File: config.mk
export PLATFORM = sky130hd
export DESIGN_NAME = cmn_hdr_inserter
export DESIGN_NICKNAME = d
export VERILOG_FILES = /design/src/rtl/chi_pkg.sv /design/src/rtl/chi_fifo.sv /design/src/rtl/chi_dispatch.sv /design/src/rtl/chi_egress.sv /design/src/rtl/cmn_hdr_inserter.sv
export SDC_FILE = /design/constraint.sdc
export NUM_CORES = 1
export LEC_CHECK = 0
export BUFFER_PORTS_ARGS = -buffer_cell sky130_fd_sc_hd__buf_2
export CORE_MARGIN = 5
export CORE_UTILIZATION = 54
export CTS_CLUSTER_DIAMETER = 200
export CTS_CLUSTER_SIZE = 25
export DETAILED_ROUTE_END_ITERATION = 10
export GPL_TIMING_DRIVEN = 0
export PLACE_DENSITY = 0.72
export SLEW_MARGIN = 25
export SYNTH_ARGS = -nofsm -noshare
export SYNTH_HDL_FRONTEND = slang
export SYNTH_SLANG_ARGS = --single-unit
File: constraint.sdc
create_clock -name clk -period 32.2 [get_ports clk]
set_input_delay 6.44 -clock clk [delete_from_list [all_inputs] [get_ports clk]]
set_output_delay 6.44 -clock clk [all_outputs]
set_load 0.05 [all_outputs]
File: src/rtl/chi_pkg.sv
package chi_pkg;
  localparam int HDR_W     = 32;
  localparam int HDR_BYTES = HDR_W / 8;
  localparam int RTC_W     = 16;

  typedef struct packed {
    logic       dir;
    logic [2:0] ver;
    logic [3:0] filt;
    logic [7:0] frame;
    logic [3:0] subf;
    logic [5:0] slot;
    logic [5:0] sym;
  } chdr_t;

  typedef enum logic [1:0] {
    ST_IDLE  = 2'd0,
    ST_BODY  = 2'd1,
    ST_FLUSH = 2'd2
  } disp_st_e;
endpackage

File: src/rtl/chi_fifo.sv
module chi_fifo #(
  parameter int W     = 8,
  parameter int DEPTH = 4
) (
  input  logic                         clk,
  input  logic                         rst_n,
  input  logic                         wr_en,
  input  logic [W-1:0]                 wr_data,
  input  logic                         rd_en,
  output logic [W-1:0]                 rd_data,
  output logic [$clog2(DEPTH+1)-1:0]   count
);
  localparam int AW = (DEPTH > 1) ? $clog2(DEPTH) : 1;
  localparam int CW = $clog2(DEPTH + 1);

  logic [W-1:0]  mem [DEPTH];
  logic [AW-1:0] wp, rp;

  function automatic logic [AW-1:0] bump(input logic [AW-1:0] p);
    return (p == AW'(DEPTH - 1)) ? '0 : p + 1'b1;
  endfunction

  always_ff @(posedge clk) begin
    if (wr_en) mem[wp] <= wr_data;
  end

  always_ff @(posedge clk or negedge rst_n) begin
    if (!rst_n) begin
      wp    <= '0;
      rp    <= '0;
      count <= '0;
    end else begin
      if (wr_en) wp <= bump(wp);
      if (rd_en) rp <= bump(rp);
      case ({wr_en, rd_en})
        2'b10:   count <= count + 1'b1;
        2'b01:   count <= count - 1'b1;
        default: ;
      endcase
    end
  end

  assign rd_data = mem[rp];

  assert_no_overflow_R9: assert property (@(posedge clk) disable iff (!rst_n)
    wr_en |-> (count < CW'(DEPTH)) || rd_en);

  assert_no_underflow_R7: assert property (@(posedge clk) disable iff (!rst_n)
    rd_en |-> count != '0);
endmodule

File: src/rtl/chi_dispatch.sv
module chi_dispatch
  import chi_pkg::*;
#(
  parameter int DATA_W = 64
) (
  input  logic                          clk,
  input  logic                          rst_n,
  input  logic                          in_valid,
  output logic                          in_ready,
  input  logic [DATA_W-1:0]             in_data,
  input  logic                          in_sop,
  input  logic                          in_eop,
  input  logic [$clog2(DATA_W/8)-1:0]   in_empty,
  input  logic                          hdr_avail,
  input  logic [HDR_W-1:0]              hdr_word,
  input  logic [RTC_W-1:0]              hdr_rtc,
  output logic                          hdr_pop,
  input  logic                          room,
  output logic                          wr_en,
  output logic [DATA_W-1:0]             wr_data,
  output logic                          wr_sop,
  output logic                          wr_eop,
  output logic [$clog2(DATA_W/8)-1:0]   wr_empty,
  output logic [RTC_W-1:0]              wr_rtc
);
  localparam int BYTES   = DATA_W / 8;
  localparam int EMPTY_W = $clog2(BYTES);
  localparam int HI_W    = DATA_W - HDR_W;

  disp_st_e            st, st_nx;
  logic [HDR_W-1:0]    carry_q;
  logic [EMPTY_W-1:0]  flush_emp_q;
  logic [RTC_W-1:0]    rtc_q;
  logic                acc, short_tail, fits_tail;
  logic [HDR_W-1:0]    head;

  always_comb begin
    in_ready   = room && (((st == ST_IDLE) && hdr_avail) || (st == ST_BODY));
    acc        = in_valid && in_ready;
    short_tail = in_empty < EMPTY_W'(HDR_BYTES);
    fits_tail  = in_eop && !short_tail;
    head       = (st == ST_IDLE) ? hdr_word : carry_q;
    hdr_pop    = acc && (st == ST_IDLE);
    wr_en      = acc || ((st == ST_FLUSH) && room);
    wr_rtc     = (st == ST_IDLE) ? hdr_rtc : rtc_q;
    if (st == ST_FLUSH) begin
      wr_data  = {carry_q, {HI_W{1'b0}}};
      wr_sop   = 1'b0;
      wr_eop   = 1'b1;
      wr_empty = flush_emp_q;
    end else begin
      wr_data  = {head, in_data[DATA_W-1 -: HI_W]};
      wr_sop   = (st == ST_IDLE);
      wr_eop   = fits_tail;
      wr_empty = fits_tail ? (in_empty - EMPTY_W'(HDR_BYTES)) : '0;
    end
  end

  always_comb begin
    st_nx = st;
    case (st)
      ST_IDLE, ST_BODY: begin
        if (acc) begin
          if (!in_eop)        st_nx = ST_BODY;
          else if (short_tail) st_nx = ST_FLUSH;
          else                st_nx = ST_IDLE;
        end
      end
      ST_FLUSH: if (room) st_nx = ST_IDLE;
      default:  st_nx = ST_IDLE;
    endcase
  end

  always_ff @(posedge clk or negedge rst_n) begin
    if (!rst_n) begin
      st          <= ST_IDLE;
      carry_q     <= '0;
      flush_emp_q <= '0;
      rtc_q       <= '0;
    end else begin
      st <= st_nx;
      if (acc) begin
        carry_q     <= in_data[HDR_W-1:0];
        flush_emp_q <= in_empty + EMPTY_W'(BYTES - HDR_BYTES);
      end
      if (hdr_pop) rtc_q <= hdr_rtc;
    end
  end

  assert_sop_leads_R2: assert property (@(posedge clk) disable iff (!rst_n)
    (st == ST_IDLE) && in_valid |-> in_sop);

  assert_no_inner_sop_R2: assert property (@(posedge clk) disable iff (!rst_n)
    (st == ST_BODY) && in_valid |-> !in_sop);

  assert_flush_stall_R3: assert property (@(posedge clk) disable iff (!rst_n)
    (st == ST_FLUSH) |-> !in_ready);

  assert_hdr_wait_R5: assert property (@(posedge clk) disable iff (!rst_n)
    in_valid && in_sop && !hdr_avail |-> !in_ready);
endmodule

File: src/rtl/chi_egress.sv
module chi_egress #(
  parameter int W        = 8,
  parameter int DEPTH    = 8,
  parameter int LONG_LAT = 3
) (
  input  logic         clk,
  input  logic         rst_n,
  input  logic         lat3_en,
  input  logic         wr_en,
  input  logic [W-1:0] wr_data,
  output logic         room,
  input  logic         out_ready,
  output logic         out_valid,
  output logic [W-1:0] out_data
);
  localparam int CW = $clog2(DEPTH + 1);

  logic [CW-1:0]       cnt;
  logic [LONG_LAT-1:0] rdy_sr;
  logic                nonempty, credit, rd_en;
  int                  reserve;

  chi_fifo #(.W(W), .DEPTH(DEPTH)) u_buf (
    .clk     (clk),
    .rst_n   (rst_n),
    .wr_en   (wr_en),
    .wr_data (wr_data),
    .rd_en   (rd_en),
    .rd_data (out_data),
    .count   (cnt)
  );

  generate
    if (LONG_LAT > 1) begin : g_sr
      always_ff @(posedge clk or negedge rst_n) begin
        if (!rst_n) rdy_sr <= '0;
        else        rdy_sr <= {rdy_sr[LONG_LAT-2:0], out_ready};
      end
    end else begin : g_one
      always_ff @(posedge clk or negedge rst_n) begin
        if (!rst_n) rdy_sr <= '0;
        else        rdy_sr <= out_ready;
      end
    end
  endgenerate

  always_comb begin
    reserve   = lat3_en ? LONG_LAT : 0;
    room      = (int'(cnt) + reserve) < DEPTH;
    nonempty  = cnt != '0;
    credit    = lat3_en ? rdy_sr[LONG_LAT-1] : out_ready;
    out_valid = nonempty && (lat3_en ? rdy_sr[LONG_LAT-1] : 1'b1);
    rd_en     = out_valid && credit;
  end

  generate
    if (LONG_LAT == 3) begin : g_chk3
      assert_rl3_window_R8: assert property (@(posedge clk) disable iff (!rst_n)
        lat3_en && out_valid |-> $past(out_ready, 3));
    end
  endgenerate

  assert_rl0_hold_R7: assert property (@(posedge clk) disable iff (!rst_n)
    !lat3_en && out_valid && !out_ready |=> out_valid && $stable(out_data));

  assert_reserve_R9: assert property (@(posedge clk) disable iff (!rst_n)
    lat3_en |-> int'(cnt) <= DEPTH - LONG_LAT);
endmodule

File: src/rtl/cmn_hdr_inserter.sv
module cmn_hdr_inserter
  import chi_pkg::*;
#(
  parameter int DATA_W    = 64,
  parameter int HDR_DEPTH = 4,
  parameter int OUT_DEPTH = 8
) (
  input  logic                          clk,
  input  logic                          rst_n,
  input  logic                          lat3_en,
  input  logic                          hdr_valid,
  output logic                          hdr_ready,
  input  logic                          hdr_dir,
  input  logic [2:0]                    hdr_ver,
  input  logic [3:0]                    hdr_filt,
  input  logic [7:0]                    hdr_frame,
  input  logic [3:0]                    hdr_subf,
  input  logic [5:0]                    hdr_slot,
  input  logic [5:0]                    hdr_sym,
  input  logic [15:0]                   hdr_rtcid,
  input  logic                          in_valid,
  output logic                          in_ready,
  input  logic [DATA_W-1:0]             in_data,
  input  logic                          in_sop,
  input  logic                          in_eop,
  input  logic [$clog2(DATA_W/8)-1:0]   in_empty,
  output logic                          out_valid,
  input  logic                          out_ready,
  output logic [DATA_W-1:0]             out_data,
  output logic                          out_sop,
  output logic                          out_eop,
  output logic [$clog2(DATA_W/8)-1:0]   out_empty,
  output logic [15:0]                   out_rtcid
);
  localparam int EMPTY_W = $clog2(DATA_W / 8);
  localparam int HE_W    = HDR_W + RTC_W;
  localparam int HCW     = $clog2(HDR_DEPTH + 1);
  localparam int ENT_W   = DATA_W + 2 + EMPTY_W + RTC_W;

  chdr_t             fields;
  logic [HE_W-1:0]   hq_in, hq_out;
  logic [HCW-1:0]    hq_cnt;
  logic              hq_push, hq_pop, hq_avail;

  logic              room, wr_en, wr_sop, wr_eop;
  logic [DATA_W-1:0] wr_data;
  logic [EMPTY_W-1:0] wr_empty;
  logic [RTC_W-1:0]  wr_rtc;
  logic [ENT_W-1:0]  ent_in, ent_out;

  assign fields = '{dir: hdr_dir, ver: hdr_ver, filt: hdr_filt, frame: hdr_frame,
                    subf: hdr_subf, slot: hdr_slot, sym: hdr_sym};
  assign hq_in     = {fields, hdr_rtcid};
  assign hdr_ready = hq_cnt != HCW'(HDR_DEPTH);
  assign hq_push   = hdr_valid && hdr_ready;
  assign hq_avail  = hq_cnt != '0;

  chi_fifo #(.W(HE_W), .DEPTH(HDR_DEPTH)) u_hq (
    .clk     (clk),
    .rst_n   (rst_n),
    .wr_en   (hq_push),
    .wr_data (hq_in),
    .rd_en   (hq_pop),
    .rd_data (hq_out),
    .count   (hq_cnt)
  );

  chi_dispatch #(.DATA_W(DATA_W)) u_disp (
    .clk       (clk),
    .rst_n     (rst_n),
    .in_valid  (in_valid),
    .in_ready  (in_ready),
    .in_data   (in_data),
    .in_sop    (in_sop),
    .in_eop    (in_eop),
    .in_empty  (in_empty),
    .hdr_avail (hq_avail),
    .hdr_word  (hq_out[RTC_W +: HDR_W]),
    .hdr_rtc   (hq_out[RTC_W-1:0]),
    .hdr_pop   (hq_pop),
    .room      (room),
    .wr_en     (wr_en),
    .wr_data   (wr_data),
    .wr_sop    (wr_sop),
    .wr_eop    (wr_eop),
    .wr_empty  (wr_empty),
    .wr_rtc    (wr_rtc)
  );

  assign ent_in = {wr_data, wr_sop, wr_eop, wr_empty, wr_rtc};

  chi_egress #(.W(ENT_W), .DEPTH(OUT_DEPTH), .LONG_LAT(3)) u_egr (
    .clk       (clk),
    .rst_n     (rst_n),
    .lat3_en   (lat3_en),
    .wr_en     (wr_en),
    .wr_data   (ent_in),
    .room      (room),
    .out_ready (out_ready),
    .out_valid (out_valid),
    .out_data  (ent_out)
  );

  assign {out_data, out_sop, out_eop, out_empty, out_rtcid} = ent_out;

  assert_hdr_full_R6: assert property (@(posedge clk) disable iff (!rst_n)
    hdr_valid && !hdr_ready |=> hq_avail);
endmodule

## Word-level counts from Yosys, hierarchy flattened

Memory sizes are Yosys's and may differ from the RTL's.
Index checks and enable logic that the tools add are counted.

- Equality and inequality tests: 13
- Reductions and logical operators: 19
- $add $sub $neg: 11
- $lt $le $gt $ge: 2
- Multiplexer cells: 25

Operator list:

| kind | count |
|---|---|
| $mux 64 | 1 |
| $add 5x32->32 | 1 |
| $lt 32x5->1 const B | 1 |
| $mux 32 | 1 |
| $mux 16 | 1 |
| $mux 2 | 7 |
| $mux 3 | 4 |
| $eq 2x2->1 const B | 5 |
| $add 3x1->3 const B | 3 |
| $logic_and 1x1->1 | 9 |
| $mux 1 | 8 |
| $pmux 4 s2 | 1 |
| $eq 2x1->1 const B | 3 |
| $eq 3x3->1 const B | 2 |
| $pmux 3 s2 | 1 |
| $add 2x1->2 const B | 2 |
| $add 4x1->4 const B | 1 |
| $ne 2x1->1 const B | 2 |
| $pmux 2 s2 | 1 |
| $reduce_bool 2->1 | 2 |
| $reduce_bool 4->1 | 1 |
| $sub 4x1->4 const B | 1 |
| $add 3x3->3 const B | 1 |
| $lt 3x3->1 const B | 1 |
| 9 further kinds | 10 |

- Output and inout port bits: 88
- Bits of input ports: 123
- Register bits: 73
- Memories: 2
- RAM bits: 872

Memory list:

| memory | depth | width | read ports | clocked after Yosys merged registers in | write ports | line | text |
|---|---|---|---|---|---|---|---|
| u_egr.u_buf.mem | 8 | 85 | 1 | 0 | 1 | chi_fifo.sv:16 | `logic [W-1:0] mem [DEPTH];` |
| u_hq.mem | 4 | 48 | 1 | 0 | 1 | chi_fifo.sv:16 |  |

## Depth between registers and ports, before layout

Gate-level depths: netlist (run 1).

- Depth after elaboration: 8
- Depth in mapped cells: 12

## By module

Synthesis (run 1) repeated with hierarchy kept, for this count alone.

- Cell total of the unflattened synthesis: 1560
- Area total of the unflattened synthesis: 36889.1 µm²

Modules (own cells, without submodules):

| module | sequential area each (µm²) | area an instance (µm²) | instances | cells each |
|---|---|---|---|---|
| chi_fifo (u_egr.u_buf) | 20669.8 | 26450.4 | 1 | 1039 |
| chi_fifo (u_hq) | 5940.7 | 7388.3 | 1 | 288 |
| chi_dispatch | 1326.3 | 2887.8 | 1 | 218 |
| chi_egress | 75.1 | 141.4 | 1 | 11 |
| cmn_hdr_inserter | 0.0 | 21.3 | 1 | 4 |

## Worst setup path before layout (run 1)

Ideal clock, no wire load.

- Path type: input to register
- Start: input lat3_en
- End: memory u_egr.u_buf.mem[1][0] in the netlist's numbering (enable)
- Required time: 31431 ps
- Arrival: 16223 ps
- Setup slack: 15209 ps
- Path buffers: 1
- Stages on the path: 6
- Path through: ha_1 > a31o_1 > a21oi_4 > o21ai_2 > buf_6 > nor4b_1

- Longest elaborated chain between the ends: 8
- Elaborated cells between the ends (all ways): 9
- Those cells by class: 1 x add/sub; 1 x order compare; 3 x mux; 4 x reduce/logical

RTL lines:

| item | line | text |
|---|---|---|
| from (decl) | cmn_hdr_inserter.sv:10 | `input logic lat3_en,` |
| $mux 2 * | chi_egress.sv:48 | `reserve = lat3_en ? LONG_LAT : 0;` |
| $add 5x32->32 * | chi_egress.sv:49 | `room = (int'(cnt) + reserve) < DEPTH;` |
| $lt 32x5->1 * | chi_egress.sv:49 |  |
| $logic_and 1x1->1 | chi_dispatch.sv:38 | `in_ready = room && (((st == ST_IDLE) && hdr_avail) \|\| (st == ST_BODY));` |
| $logic_and 1x1->1 | chi_dispatch.sv:39 | `acc = in_valid && in_ready;` |
| $logic_or 1x1->1 * | chi_dispatch.sv:44 | `wr_en = acc \|\| ((st == ST_FLUSH) && room);` |
| $mux 1 * | chi_fifo.sv:24 | `if (wr_en) mem[wp] <= wr_data;` |
| $mux 1 (implied by the code) * | chi_fifo.sv:24 |  |
| to (decl) | chi_fifo.sv:16 |  |

Every way passes the cells marked *; elsewhere a longest branch is shown, timed or not.

## Final worst setup path (run 1)

- Start: input lat3_en
- End: output in_ready

- Longest elaborated chain between the ends: 4

RTL lines:

| item | line | text |
|---|---|---|
| $mux 2 | chi_egress.sv:48 |  |
| $add 5x32->32 | chi_egress.sv:49 |  |
| $lt 32x5->1 | chi_egress.sv:49 |  |
| $logic_and 1x1->1 | chi_dispatch.sv:38 |  |
| to (decl) | cmn_hdr_inserter.sv:22 | `output logic in_ready,` |

Every way passes these cells.

==> results of run 1 <==
cell usage in the layout, fill, tap and decap left out, types with 2 or more instances in the layout:
cell type and count:
nand3_1 3, inv_1 12, clkbuf_1 56, and3_4 4, buf_2 292, dfrtp_1 73
clkbuf_16 45, buf_16 13, xnor2_1 2, a22o_1 2, a21oi_1 4, nor2_4 2
nor2_1 10, buf_1 7, edfxtp_1 872, nor4b_2 3, nand2_1 6, xor2_1 4
buf_6 18, diode_2 2, buf_12 4, mux2_2 182, mux4_2 218, ha_1 14
fa_1 2, and2_1 33, mux2_4 10, o211a_1 2, mux2i_1 3, nor3_2 2
buf_4 42
power by group through the flow:
stage               registers, mW  logic (mW)  clock network, mW
detailed placement           1.75        1.65                  0
finish                       1.72        1.63              0.611
CTS                          1.72        1.66              0.628
global placement             1.79        1.57                  0
global route                 1.74        1.73              0.674
floorplan                    1.75        1.18                  0
critical path: stages:
cell     delay [ps]
buf_2           140
ha_1            290
a31o_1          260
a21oi_4         330
o211a_1         270
buf_2           280
state kept, by name, summed over array words and instances, names as in the netlist:
register and count:
u_egr.u_buf.mem 680, u_hq.mem 192, u_disp.carry_q 32, u_disp.rtc_q 16
u_egr.u_buf.count 4, u_disp.flush_emp_q 3, u_egr.rdy_sr 3, u_egr.u_buf.rp 3
u_egr.u_buf.wp 3, u_hq.count 3, u_disp.st 2, u_hq.rp 2
u_hq.wp 2
metrics by stage:
stage | hold WS [ps] | util | total power [mW]
after floorplan | 331 | - | 2.93
after global placement | 335 | 0.576 | 3.35
after detailed placement | 336 | 0.593 | 3.40
after CTS | 367 | 0.611 | 4.01
after global routing | 377 | 0.611 | 4.14
final | 363 | 0.611 | 3.96
layout make-up:
class	count	area, sq um
Multi-Input combinational cell	523	8030
Tap cell	873	1090
Timing Repair Buffer	331	2120
Sequential cell	945	28000
Inverter	12	45.0
Buffer	76	444
Fill cell	4670	26100
Clock buffer	70	1220
Antenna cell	2	5.00
Clock inverter	1	6.26
worst max-delay path by stage:
stage            start                      to  slack [ps]  cells after the start
5_1_grt        lat3_en                in_ready       17710                      6
4_1_cts        lat3_en                in_ready       17770                      6
2_1_floorplan  lat3_en   u_egr.u_buf.mem[1][0]       15210                      6
6_report       lat3_en                in_ready       17750                      6
3_3_place_gp   lat3_en  u_egr.u_buf.mem[1][46]        5700                      7
3_5_place_dp   lat3_en                in_ready       17770                      6
per-layer routing:
layer	vias up	track usage	wire length (um)
met5	-	0	46
met4	10	0.0396	1440
met3	99	0.0323	4240
met2	489	0.348	37700
met1	8830	0.290	31200
li1	7205	-	-
cells by family after synthesis:
logic type | Yosys count | share of synthesized area
DFF | 945 | 0.768
muxes | 414 | 0.196
buffers and inverters | 88 | 0.0134
and+or+nand+nor | 72 | 0.0116
adders and majority gates | 16 | 0.00590
AOI/OAI and AO/OA | 15 | 0.00326
xor gates and xnor gates | 6 | 0.00144
==> results_dict.tcl, run 1 <==
set metrics [dict create \
    cts_buffers 43 \
    vias 16633 \
    async_reset_ff_frac 0.0772 \
    synth.net_count 1695 \
    post-place-cells 2760 \
    timing.rr.start "u_egr.u_buf.count[1]" \
    netSwitchingFraction 0.359 \
    start_kind "input port" \
    cts_htree_levels 2 \
    min_to "u_egr.rdy_sr[2]" \
    max-cap-violations 0 \
    crit_fanout 7 \
    fp.dieW_um 270 \
    power.density_nw_per_um2 96.7 \
    synth_most_common_cell "edfxtp_1" \
    p_switching_mw 1.42 \
    synth-seq-cells 945 \
    synth_area_per_cell_sq_um 23.4 \
    hold_viol_final 0 \
    max-vdd-ir-drop_v 0.0000579 \
    synth_top_cell_by_area "edfxtp_1" \
    rsz0062_at_grt "no" \
    cp.required_ps 25760 \
    period_minus_slack_ps 14450 \
    clockBufferDepth 3 \
    syn2layout_area_growth_pct 12.4 \
    netlist_area_sq_um 36500 \
    place_hpwl_um 52100 \
    track_usage 0.205 \
    ios 211 \
    hp-start "u_egr.rdy_sr[1]" \
    r2r-end "u_egr.u_buf.mem[4][26]" \
    drt_first_pass_iters 7 \
    critPathKind "in -> out" \
    ant_nets 0 \
    yosysUniqueCellTypes 40 \
    setup_slack_ps 17750 \
    die_h_um 270 \
    tightest_slew_ps 804 \
    end_kind "primary output" \
    clkSlewWorstSetupHoldPaths_ps 90 \
    hold_buffers 0 \
    core_sq_um 67000 \
    first_global_vias 17845 \
    drt-total-wl_um 74600 \
    start_util 0.544 \
    seqPwrFrac 0.435 \
    clock_latency_ps 600 \
    cts_tree "done" \
    drt_iter0_markers 1301 \
    via_per_inst 5.87 \
    fmax_mhz 69.2 \
    postCtsResizedCells 0 \
    place.gp.congestion 0.754 \
    fp-row-count 95 \
    numClockSinks 945 \
    grt_max_degree 43 \
    r2r_cells 12 \
    p_comb_frac 0.411 \
    tns_ps 0 \
    synth_commonest_cells "edfxtp_1, mux4_2, mux2_2, dfrtp_1, and2_1" \
    postPlaceCellArea_sq_um 39700 \
    status "finished clean" \
    postSynthCellCount 1556 \
    reg2reg_slack_ps 28450 \
    drv_slew 0 \
    finalSetupViolations 0 \
    synth-edff-count 872 \
    arrival_ps 8010 \
    root_buffer "clkbuf_16" \
    num-nets-final 2071 \
    holdPathStages 0 \
    fin_skew_ps 17.6 \
    synth_top_area_frac 0.718 \
    p_leak_nw 13.8 \
    port_buffers 209 \
    synthTopCellsByArea "edfxtp_1, mux4_2, mux2_2" \
    intPower_mw 2.54 \
    drive_gt1_frac 0.430 \
    final_area_sq_um 41000 \
    grt_pass1_wl_um 113000 \
    antenna_found_initial 12 \
    dp_slack_ps 17770 \
    slew_headroom 0.464 \
    period_share 0.449 \
    synth_ff_type "edfxtp_1" \
    hold_class "reg -> reg" \
    post_cts_buffers 0 \
    instances_no_fill 2833 \
    yosysWarningCount 0 \
    ys_seq_area_frac 0.768 \
    die_area_sq_um 72800 \
    p_clk_frac 0.154 \
    wire_per_inst_um 26.3 \
    overflow 0 \
    drc 0 \
]
Power figures use the tool's default switching activity.
==> run 2, diff against run 1 <==
--- a/config.mk
+++ b/config.mk
@@ -12,7 +12,7 @@
 export CTS_CLUSTER_SIZE = 25
 export DETAILED_ROUTE_END_ITERATION = 10
 export GPL_TIMING_DRIVEN = 0
-export PLACE_DENSITY = 0.72
+export PLACE_DENSITY = 0.75
 export SLEW_MARGIN = 25
 export SYNTH_ARGS = -nofsm -noshare
 export SYNTH_HDL_FRONTEND = slang
==> constraint.sdc (replaced) <==
create_clock -name clk -period 11.9 [get_ports clk]
set_input_delay 2.38 -clock clk [delete_from_list [all_inputs] [get_ports clk]]
set_output_delay 2.38 -clock clk [all_outputs]
set_load 0.05 [all_outputs]
==> run 2 against run 1 <==
Effect of this change:
- register-to-register slack worse by 21000 ps
- setup slack worse by 12000 ps
- flip-flop and latch count unchanged
- sequential power rose to 2.7 times the previous value
- sequential share of layout area about the same
- critical path type unchanged
- critical endpoint unchanged
- largest cell class unchanged
- highest routed layer unchanged
==> results_dict.tcl, run 2 (synthesized netlist as in run 1, its figures left out) <==
set metrics [dict create \
    status "finished clean" \
    drt_first_pass_iters 5 \
    max-vdd-ir-drop_v 0.000159 \
    fmax_mhz 158 \
    timing.rr.start "u_egr.u_buf.count[1]" \
    drt_iter0_markers 1561 \
    track_usage 0.209 \
    root_buffer "clkbuf_16" \
    die_h_um 270 \
    place.gp.congestion 0.781 \
    r2r_cells 13 \
    critPathKind "in -> out" \
    p_leak_nw 13.8 \
    intPower_mw 6.87 \
    first_global_vias 17842 \
    p_comb_frac 0.412 \
    power.density_nw_per_um2 263 \
    place_hpwl_um 53100 \
    via_per_inst 5.96 \
    grt_max_degree 43 \
    fp-row-count 95 \
    die_area_sq_um 72800 \
    grt_pass1_wl_um 115000 \
    dp_slack_ps 5550 \
    drt-total-wl_um 76200 \
    hold_buffers 0 \
    antenna_found_initial 7 \
    vias 16889 \
    top_register "u_egr.u_buf.mem" \
    core_sq_um 67000 \
    p_switching_mw 3.90 \
    fin_skew_ps 26.2 \
    fp.dieW_um 270 \
    slew_headroom 0.407 \
    syn2layout_area_growth_pct 12.4 \
    cts_tree "done" \
    hold-worst-slack_ps 360 \
    clkSlewWorstSetupHoldPaths_ps 90 \
    setup_slack_ps 5560 \
    holdPathStages 0 \
    start_kind "input port" \
    p_clk_frac 0.154 \
    port_buffers 209 \
    netSwitchingFraction 0.362 \
    tightest_slew_ps 887 \
    crit_end "in_ready" \
    post_cts_buffers 0 \
    cp-startpoint "lat3_en" \
    num-nets-final 2064 \
    r2r-end "u_egr.u_buf.mem[4][46]" \
    fin_util 0.611 \
    end_kind "primary output" \
    drc 0 \
    reg2reg_slack_ps 7680 \
    clock_latency_ps 610 \
    power_mw 10.8 \
    seqPwrFrac 0.433 \
    clockBufferDepth 3 \
    period_minus_slack_ps 6340 \
    postCtsResizedCells 0 \
    numClockSinks 945 \
    top_regs "u_egr.u_buf.mem (680), u_hq.mem (192), u_disp.carry_q (32)" \
    rsz0062_at_grt "no" \
    wire_per_inst_um 26.9 \
    cts_htree_levels 2 \
    ant_nets 0 \
    period_share 0.533 \
    finalSetupViolations 0 \
    max-cap-violations 0 \
    crit_fanout 7 \
    overflow 0 \
    drive_gt1_frac 0.427 \
    final_common_cell "edfxtp_1" \
    cp.required_ps 9520 \
    layout_common_cells "edfxtp_1, buf_2, mux4_2" \
    drv_slew 0 \
    hold_class "reg -> reg" \
    start_util 0.544 \
    ios 211 \
    arrival_ps 3960 \
    largest_reg_flops 680 \
    cts_buffers 43 \
    hold_viol_final 0 \
]
-- run 2: critical path, stage by stage --
cell and delay (ps):
buf_2 140, ha_1 290, a31o_1 260, a21oi_4 340, o211a_1 270, buf_2 280
-- run 2: how the worst min path moves through the flow --
stage                    startpoint         endpoint  slack [ps]
global route        u_egr.rdy_sr[1]  u_egr.rdy_sr[2]         370
floorplan           u_egr.rdy_sr[0]  u_egr.rdy_sr[1]         330
CTS                 u_egr.rdy_sr[0]  u_egr.rdy_sr[1]         360
finish              u_egr.rdy_sr[0]  u_egr.rdy_sr[1]         360
global placement    u_egr.rdy_sr[1]  u_egr.rdy_sr[2]         330
detailed placement  u_egr.rdy_sr[0]  u_egr.rdy_sr[1]         340
-- run 2: through the flow --
step,std cells,TNS (ps),area (sq um)
5_1_grt,2833,0,41000
3_5_place_dp,2753,0,39800
3_3_place_gp,2638,-3251850,38600
4_1_cts,2833,0,41000
2_1_floorplan,1556,-180820,36500
6_report,2835,0,41000
-- run 2: final cells by class --
type,count,area [sq um]
fill,4640,26000
timing repair buffer,324,2130
tap,873,1090
buffer,76,444
inverter,12,45.0
multi-input combinational,523,8040
antenna,2,5.00
clock buffer,76,1200
clock inverter,4,32.5
sequential,945,28000
-- run 2: per-layer routing --
metal	vias up	routed length [um]	GRT usage
met5	-	24	0
met4	4	1220	0.0360
met3	74	4650	0.0344
met2	592	39000	0.354
met1	9032	31300	0.298
li1	7187	-	-
-- run 2: power by group through the flow --
stage | clock network [mW] | registers [mW] | logic [mW]
after global routing | 1.84 | 4.71 | 4.70
final | 1.66 | 4.67 | 4.44
after detailed placement | 0 | 4.74 | 4.47
after CTS | 1.70 | 4.67 | 4.49
after global placement | 0 | 4.82 | 4.23
after floorplan | 0 | 4.74 | 3.19
